`config.mk`:
```
export PLATFORM = sky130hd
export DESIGN_NAME = dp_semaphore_bank
export DESIGN_NICKNAME = d
export VERILOG_FILES = /design/src/rtl/dpsem_pkg.sv /design/src/rtl/dpsem_port_dec.sv /design/src/rtl/dpsem_cell.sv /design/src/rtl/dpsem_rd_reg.sv /design/src/rtl/dp_semaphore_bank.sv
export SDC_FILE = /design/constraint.sdc
export NUM_CORES = 1
export LEC_CHECK = 0
export BUFFER_PORTS_ARGS = -buffer_cell sky130_fd_sc_hd__buf_2
export CAP_MARGIN = 20
export CORE_MARGIN = 2
export CORE_UTILIZATION = 51
export CTS_CLUSTER_DIAMETER = 60
export DETAILED_ROUTE_END_ITERATION = 16
export PLACE_DENSITY_LB_ADDON = 0.15
export SLEW_MARGIN = 10
export SYNTH_ARGS = -nofsm -noshare
export SYNTH_HDL_FRONTEND = slang
export SYNTH_SLANG_ARGS = --single-unit
```
`constraint.sdc`:
```
create_clock -name clk -period 1.6 [get_ports clk]
set_clock_uncertainty 0.05 [all_clocks]
set_input_delay 0 -clock clk [delete_from_list [all_inputs] [get_ports clk]]
set_output_delay 0 -clock clk [all_outputs]
set_load 0.05 [all_outputs]
```
`src/rtl/dpsem_pkg.sv`:
```
`timescale 1ns/1ps
package dpsem_pkg;
  typedef enum logic [1:0] {
    OWN_NONE  = 2'd0,
    OWN_LEFT  = 2'd1,
    OWN_RIGHT = 2'd2
  } owner_e;
endpackage

```
`src/rtl/dpsem_port_dec.sv`:
```
`timescale 1ns/1ps
module dpsem_port_dec #(
  parameter int NUM_SEM = 8,
  parameter int DATA_W  = 8,
  parameter int ADDR_W  = 3
) (
  input  logic               sel,
  input  logic               we,
  input  logic               oe,
  input  logic [ADDR_W-1:0]  addr,
  input  logic [DATA_W-1:0]  wdata,
  output logic [NUM_SEM-1:0] wr_vec,
  output logic               wr_bit,
  output logic               rd_en
);
  // Only bit 0 carries meaning; upper bits deliberately dropped.
  logic unused_hi_bits;
  assign unused_hi_bits = ^wdata[DATA_W-1:1];

  assign wr_bit = wdata[0];
  assign rd_en  = sel & oe & ~we;

  for (genvar i = 0; i < NUM_SEM; i++) begin : g_wsel
    assign wr_vec[i] = sel & we & (addr == ADDR_W'(i));
  end
endmodule

```
`src/rtl/dpsem_cell.sv`:
```
`timescale 1ns/1ps
module dpsem_cell
  import dpsem_pkg::*;
(
  input  logic   clk,
  input  logic   rst,
  input  logic   wl_en,
  input  logic   wl_bit,
  input  logic   wr_en,
  input  logic   wr_bit,
  output owner_e owner
);
  logic   req_l_q, req_r_q, req_l_d, req_r_d;
  owner_e own_q, own_d;

  always_comb begin
    req_l_d = wl_en ? ~wl_bit : req_l_q;
    req_r_d = wr_en ? ~wr_bit : req_r_q;
    if (own_q == OWN_LEFT && req_l_d)        own_d = OWN_LEFT;
    else if (own_q == OWN_RIGHT && req_r_d)  own_d = OWN_RIGHT;
    else if (req_l_d)                        own_d = OWN_LEFT;
    else if (req_r_d)                        own_d = OWN_RIGHT;
    else                                     own_d = OWN_NONE;
  end

  always_ff @(posedge clk) begin
    if (rst) begin
      req_l_q <= 1'b0;
      req_r_q <= 1'b0;
      own_q   <= OWN_NONE;
    end else begin
      req_l_q <= req_l_d;
      req_r_q <= req_r_d;
      own_q   <= own_d;
    end
  end

  assign owner = own_q;

  a_r1_untouched: assert property (@(posedge clk) disable iff (rst)
    (!wl_en && !wr_en) |=> $stable(owner));
  a_r4_owner_keeps: assert property (@(posedge clk) disable iff (rst)
    (owner == OWN_LEFT && !(wl_en && wl_bit)) |=> owner == OWN_LEFT);
  a_r5_handover: assert property (@(posedge clk) disable iff (rst)
    (owner == OWN_LEFT && req_r_q && wl_en && wl_bit && !(wr_en && wr_bit))
    |=> owner == OWN_RIGHT);
  a_r6_free_release: assert property (@(posedge clk) disable iff (rst)
    (owner == OWN_LEFT && !req_r_q && wl_en && wl_bit && !(wr_en && !wr_bit))
    |=> owner == OWN_NONE);
  a_r7_left_wins: assert property (@(posedge clk) disable iff (rst)
    (owner == OWN_NONE && wl_en && !wl_bit && wr_en && !wr_bit)
    |=> (owner == OWN_LEFT && req_r_q));
  a_r10_reset_free: assert property (@(posedge clk)
    rst |=> (owner == OWN_NONE && !req_l_q && !req_r_q));
endmodule

```
`src/rtl/dpsem_rd_reg.sv`:
```
`timescale 1ns/1ps
module dpsem_rd_reg
  import dpsem_pkg::*;
#(
  parameter int NUM_SEM  = 8,
  parameter int DATA_W   = 8,
  parameter int ADDR_W   = 3,
  parameter bit IS_RIGHT = 1'b0
) (
  input  logic                 clk,
  input  logic                 rst,
  input  logic                 rd_en,
  input  logic [ADDR_W-1:0]    addr,
  input  owner_e [NUM_SEM-1:0] own_vec,
  output logic [DATA_W-1:0]    rdata,
  output logic                 rvalid
);
  localparam owner_e MINE = IS_RIGHT ? OWN_RIGHT : OWN_LEFT;

  logic not_mine;
  assign not_mine = (own_vec[addr] != MINE);

  always_ff @(posedge clk) begin
    if (rst) begin
      rdata  <= '1;
      rvalid <= 1'b0;
    end else begin
      rvalid <= rd_en;
      if (rd_en) rdata <= {DATA_W{not_mine}};
    end
  end

  a_r8_hold: assert property (@(posedge clk) disable iff (rst)
    !rd_en |=> $stable(rdata));
  a_r8_pulse: assert property (@(posedge clk) disable iff (rst)
    rd_en |=> rvalid);
  a_r8_uniform: assert property (@(posedge clk) disable iff (rst)
    rvalid |-> (rdata == '0 || rdata == '1));
endmodule

```
`src/rtl/dp_semaphore_bank.sv`:
```
`timescale 1ns/1ps
module dp_semaphore_bank
  import dpsem_pkg::*;
#(
  parameter int NUM_SEM = 8,
  parameter int DATA_W  = 8,
  localparam int ADDR_W = $clog2(NUM_SEM)
) (
  input  logic              clk,
  input  logic              rst,
  input  logic              l_sel,
  input  logic              l_we,
  input  logic              l_oe,
  input  logic [ADDR_W-1:0] l_addr,
  input  logic [DATA_W-1:0] l_wdata,
  output logic [DATA_W-1:0] l_rdata,
  output logic              l_rvalid,
  input  logic              r_sel,
  input  logic              r_we,
  input  logic              r_oe,
  input  logic [ADDR_W-1:0] r_addr,
  input  logic [DATA_W-1:0] r_wdata,
  output logic [DATA_W-1:0] r_rdata,
  output logic              r_rvalid
);
  logic [NUM_SEM-1:0] l_wvec, r_wvec;
  logic               l_wbit, r_wbit, l_rd, r_rd;
  owner_e [NUM_SEM-1:0] owners;

  dpsem_port_dec #(.NUM_SEM(NUM_SEM), .DATA_W(DATA_W), .ADDR_W(ADDR_W)) u_dec_l (
    .sel(l_sel), .we(l_we), .oe(l_oe), .addr(l_addr), .wdata(l_wdata),
    .wr_vec(l_wvec), .wr_bit(l_wbit), .rd_en(l_rd));

  dpsem_port_dec #(.NUM_SEM(NUM_SEM), .DATA_W(DATA_W), .ADDR_W(ADDR_W)) u_dec_r (
    .sel(r_sel), .we(r_we), .oe(r_oe), .addr(r_addr), .wdata(r_wdata),
    .wr_vec(r_wvec), .wr_bit(r_wbit), .rd_en(r_rd));

  for (genvar i = 0; i < NUM_SEM; i++) begin : g_sem
    dpsem_cell u_cell (
      .clk(clk), .rst(rst),
      .wl_en(l_wvec[i]), .wl_bit(l_wbit),
      .wr_en(r_wvec[i]), .wr_bit(r_wbit),
      .owner(owners[i]));
  end

  dpsem_rd_reg #(.NUM_SEM(NUM_SEM), .DATA_W(DATA_W), .ADDR_W(ADDR_W), .IS_RIGHT(1'b0)) u_rd_l (
    .clk(clk), .rst(rst), .rd_en(l_rd), .addr(l_addr), .own_vec(owners),
    .rdata(l_rdata), .rvalid(l_rvalid));

  dpsem_rd_reg #(.NUM_SEM(NUM_SEM), .DATA_W(DATA_W), .ADDR_W(ADDR_W), .IS_RIGHT(1'b1)) u_rd_r (
    .clk(clk), .rst(rst), .rd_en(r_rd), .addr(r_addr), .own_vec(owners),
    .rdata(r_rdata), .rvalid(r_rvalid));
endmodule

```
Word-level counts from Yosys, hierarchy flattened
Index checks and enable logic that the tools add are counted.
Storage, ports and cells
  output and inout port bits: 18
  register bits after elaboration: 36
  input bits: 30
  logic and storage cells: 174
Operators by class
  bitwise logic cells: 26
  reduce and logical (&&, ||, !) cells: 26
  muxes and demuxes: 52
  equality and inequality tests: 32
  magnitude comparators: 2
Operators by type and width (number)
  $mux W2: 26
  $eq A3 B3 Y1 const B: 8
  $mux W1: 24
  $and A1 B1 Y1: 22
  $eq A2 B1 Y1 const B: 8
  $eq A2 B2 Y1 const B: 8
  $logic_and A1 B1 Y1: 16
  $reduce_or A2 Y1: 8
  $bmux W2 S3: 2
  $eq A3 B2 Y1 const B: 4
  $lt A3 B4 Y1 const B: 2
  $eq A3 B1 Y1 const B: 2
  $logic_not A3 Y1: 2
  $not A1 Y1: 4
  $ne A2 B1 Y1 const B: 1
  $ne A2 B2 Y1 const B: 1

Depth between registers and ports, before layout
  depth in word-level cells: 7
  depth in mapped cells: 5
  mapped depth without buffers: 4

By module
A second synthesis with hierarchy kept.
Unflattened totals
  cell total of the unflattened synthesis: 201
  area, all modules: 1751.7 sq um
By module, submodules not included
  dpsem_cell: sequential area each 80.1 sq um, cells each 14, instances 8, area each 145.1 sq um
  dpsem_rd_reg at u_rd_r: sequential area each 40.0 sq um, cells each 28, instances 1, area each 220.2 sq um
  dpsem_rd_reg at u_rd_l: sequential area each 40.0 sq um, cells each 29, instances 1, area each 217.7 sq um
  dpsem_port_dec: sequential area each 0.0 sq um, cells each 16, instances 2, area each 76.3 sq um

Least setup slack after synthesis
No wires, ideal clock.
  kind: register to register
  start: reg g_sem[3].u_cell.own_q[1]
  end: reg, netlist name u_rd_r.rdata[0]
  setup time: 0.084 ns
  stages on the path, launching flop included: 5
  slack: 0.278 ns
  required time: 1.466 ns
  arrival time: 1.188 ns
  buffers on the path: 0
  period minus slack after synthesis: 1.322 ns
  path through: dfxtp_1 -> nor2b_1 -> mux4_2 -> nor2b_1 -> o31ai_2
On the way
  cells in the longest elaborated chain, start to end: 3
Ends and longest elaborated chain
  start: declaration: line dpsem_cell.sv:14  | owner_e own_q, own_d;
  start signal: assignment: line dpsem_cell.sv:34  | own_q <= own_d;
  $bmux W2 S3: line dpsem_rd_reg.sv:21  | assign not_mine = (own_vec[addr] != MINE);
  $mux W2 (not written as such): line dpsem_rd_reg.sv:21
  $ne A2 B2 Y1: line dpsem_rd_reg.sv:21
Every way passes these cells. The select of a mux whose other input is x is not followed.
A chain may end at the register's enable or synchronous reset.

Final worst setup path
  start: in r_addr[2]
  end: reg g_sem[0].u_cell.own_q[0]
On the way
  cells in the longest elaborated chain, start to end: 6
Ends and longest elaborated chain
  start: declaration: line dp_semaphore_bank.sv:21  | input logic [ADDR_W-1:0] r_addr,
  $logic_not A3 Y1: line dpsem_port_dec.sv:24  | assign wr_vec[i] = sel & we & (addr == ADDR_W'(i));
  $and A1 B1 Y1: line dpsem_port_dec.sv:24
  $mux W1: line dpsem_cell.sv:18  | req_r_d = wr_en ? ~wr_bit : req_r_q;
  $logic_and A1 B1 Y1: line dpsem_cell.sv:20  | else if (own_q == OWN_RIGHT && req_r_d) own_d = OWN_RIGHT;
  $mux W2: line dpsem_cell.sv:20
  $mux W1: line dpsem_cell.sv:19  | if (own_q == OWN_LEFT && req_l_d) own_d = OWN_LEFT;
  end signal: assignment: line dpsem_cell.sv:34
  end: declaration: line dpsem_cell.sv:14
Every way passes these cells.

==> results.py <==
metrics = {
    "cts": {
        "root_buffer": "clkbuf_4",
        "cts_resized": 0,
        "cts.sinks": 36,
        "htreeDepth": 2,
        "clk_pin_slew_ps": 110,
        "postCtsSetupBuffers": 0,
        "tritoncts.num_buffers": 5,
        "hold_buffers": 8,
        "tritoncts": "done",
        "cts_buffer_depth": 2,
        "clk_latency_ps": 340,
    },
    "timing": {
        "hold_viol_final": 0,
        "tns_ps": 0,
        "tightest_slew_ps": 639.1,
        "relSlewSlack_pct": 56.83,
        "setup_violations": 0,
        "final_max_slew_viol_count": 0,
        "layout_min_cycle_time_ps": 1440,
        "post-route-period-util_pct": 89.97,
        "rsz0062_at_grt": "no",
        "max_freq_mhz": 694.7,
    },
    "worst_setup_path": {
        "critPathRequiredTime_ps": 1760,
        "arrival_ps": 1600,
        "r2r_cells": 4,
        "end_kind": "flop",
        "r2r-start": "g_sem[0].u_cell.owner[1]$_SDFF_PP0_",
        "r2r_end": "u_rd_r.rdata[0]$_SDFFE_PP1P_",
        "startpoint_type": "input port",
        "endpoint": "g_sem[0].u_cell.owner[0]$_SDFF_PP0_",
        "worst-setup-path-type": "input port to flop",
        "r2r_setup_slack_ps": 190,
        "crit_start": "r_addr[2]",
        "crit_path_max_fanout": 8,
    },
    "final_layout": {
        "drive_gt1_share_pct": 24.14,
        "synthToLayoutAreaGrowth_pct": 12.48,
        "stdcell_area_um2": 1872,
        "num-fill-cells": 286,
        "fin_nets": 232,
        "antenna_cells": 0,
    },
    "die": {
        "io_pins": 48,
        "rows": 20,
        "die_w_um": 61.12,
        "coreArea_um2": 3078,
        "die_area_um2": 3736,
        "die_y_um": 61.12,
        "initial_utilization_pct": 54.07,
    },
    "synthesis": {
        "netlist_area_um2": 1664,
        "synth.area.top_cells": "dfxtp_1 43%, buf_4 6.3%, a211oi_1 4.1%",
        "synth_top_area_cell": "dfxtp_1",
        "synthDistinctLibCells": 37,
        "syn_nets": 205,
        "yosys_register_bits": 36,
        "ys_warn_count": 0,
        "yosysSeqAreaShare_pct": 43.31,
        "synth_top_area_share_pct": 43.31,
        "synthArstFlopShare_pct": 0,
        "synth-main-ff-cell": "dfxtp_1",
        "avgSynthCellArea_um2": 9.509,
        "synth_edf_count": 0,
        "postSynthCellCount": 175,
    },
    "placement": {
        "hpwl_um": 2511,
        "place_congestion": 0.7992,
        "numPortBuffers": 33,
        "dpl_cell_area_um2": 1735,
    },
    "routing": {
        "drt_iter0_drc": 46,
        "top_layer_used": "met4",
        "wirelength_um": 3369,
        "firstDrtPassIters": 5,
        "ant_nets": 0,
        "drc": 0,
        "wl_per_cell_um": 13.64,
        "wl_met2_um": 1653,
        "via_per_inst": 5.296,
        "m1WireLength_um": 1526,
        "vias": 1308,
        "wl_met3_um": 146,
    },
    "grt": {
        "track_usage_pct": 20.38,
        "grt_max_degree": 24,
        "antenna_found_initial": 0,
        "grt_overflow": 0,
        "grt_pass1_wl_um": 5485,
        "grt_pass1_vias": 1211,
    },
    "flow_run": {
        "maxCapViolations": 0,
    },
    "status": {
        "outcome": "finished clean",
    },
    "min_path": {
        "hold_class": "input port to flop",
    },
    "power_and_ir_drop": {
        "ir_drop_v": 0.0005252,
        "power.leakage_nw": 0.7558,
        "p_per_area_nw_per_um2": 874.7,
    },
}
## synthesized netlist by cell type (all sizes together) (3+ instances only)
master / instances
nor2: 18
buf: 18
dfxtp: 36
o31ai: 8
or3: 3
a21oi: 7
mux2i: 6
inv: 6
o21ai: 9
o211a: 6
clkbuf: 3
a211oi: 9
nand3b: 4
nand2: 4
nor2b: 9
and2: 6
nand2b: 7
## power breakdown
group / total, mW / switching (mW) / internal (mW)
clock: 0.479 / 0.310 / 0.169
sequential: 0.917 / 0.00768 / 0.910
combinational: 0.241 / 0.170 / 0.0710
total: 1.64 / 0.488 / 1.15
## metrics by stage
| step | setup slack [ps] | total power, mW | std cells | utilization [%] | hold slack [ps] |
|---|---|---|---|---|---|
| finish | 160.4 | 1.637 | 247 | 60.81 | 24.58 |
| global route | 90.42 | 1.713 | 247 | 60.81 | 34.63 |
| CTS | 129.9 | 1.655 | 247 | 60.81 | 9.033 |
| detailed placement | 186.8 | 1.165 | 231 | 56.38 | 254.9 |
| global placement | 215.4 | 1.160 | 231 | 56.38 | 255.0 |
| floorplan | 277.9 | 1.126 | 175 | - | 18.53 |
## cells by family after synthesis
group	share of synthesized area (%)
AND/OR/NAND/NOR	19.85
AO/OA/AOI/OAI	21.58
flip-flops	43.31
buffers and inverters	10.30
multiplexers	4.962
## layout make-up
type	count	area [um2]	share of cell area, %
multi-input combinational	112	772.0	41.24
clock buffer	5	37.54	2.005
clock inverter	3	18.77	1.003
tap	44	55.05	2.941
inverter	6	22.52	1.203
sequential	36	720.7	38.50
timing repair buffer	41	245.2	13.10
## state kept, by name, indices dropped and copies added, names as in the netlist
name and count:
u_rd_r.rvalid 1, u_rd_r.rdata 1, u_rd_l.rvalid 1, g_sem.u_cell.req_r_q 8
g_sem.u_cell.req_l_q 8, u_rd_l.rdata 1, g_sem.u_cell.owner 16
## placed cells by master, fill, tap and decap left out, types with 2 or more instances in the layout
cell type	synthesis	final
buf_2	2	33
clkbuf_4	0	5
o211a_1	6	6
nand2_1	4	4
dlygate4sd3_1	0	8
o21ai_0	4	4
o31ai_1	7	7
nor3b_1	2	2
o21ai_1	5	5
inv_1	6	6
or3_1	3	3
dfxtp_1	36	36
a21oi_2	3	3
clkinv_2	0	2
a21oi_1	4	4
nand2b_1	6	6
o41ai_1	2	2
and2_1	6	6
o21a_1	2	2
nand3b_1	3	3
a211oi_1	9	9
nor2b_1	9	9
mux2i_1	6	6
nor2_1	18	18
## worst min-delay path by stage
| stage | slack, ps | startpoint | depth (start not counted) | end |
|---|---|---|---|---|
| finish | 20 | rst | 2 | g_sem[5].u_cell.req_l_q$_SDFF_PP0_ |
| global route | 30 | rst | 2 | g_sem[7].u_cell.req_r_q$_SDFF_PP0_ |
| CTS | 9 | r_we | 4 | u_rd_r.rdata[0]$_SDFFE_PP1P_ |
| detailed placement | 250 | l_oe | 3 | u_rd_l.rvalid$_SDFF_PP0_ |
| global placement | 260 | l_oe | 3 | u_rd_l.rvalid$_SDFF_PP0_ |
| floorplan | 20 | rst | 1 | g_sem[3].u_cell.req_r_q$_SDFF_PP0_ |
## critical path, stage by stage
cell           delay [ps]
dlygate4sd3_1         540
buf_2                 150
nand3b_4              200
o41ai_1               550
a211oi_1              160
## metal layers
layer | global-route usage (%) | vias to the layer above
met5 | 0 | -
met4 | 5.590 | 0
met3 | 5.672 | 5
met2 | 33.74 | 25
met1 | 26.11 | 615
li1 | - | 663
(Power assumes the default switching activity.)
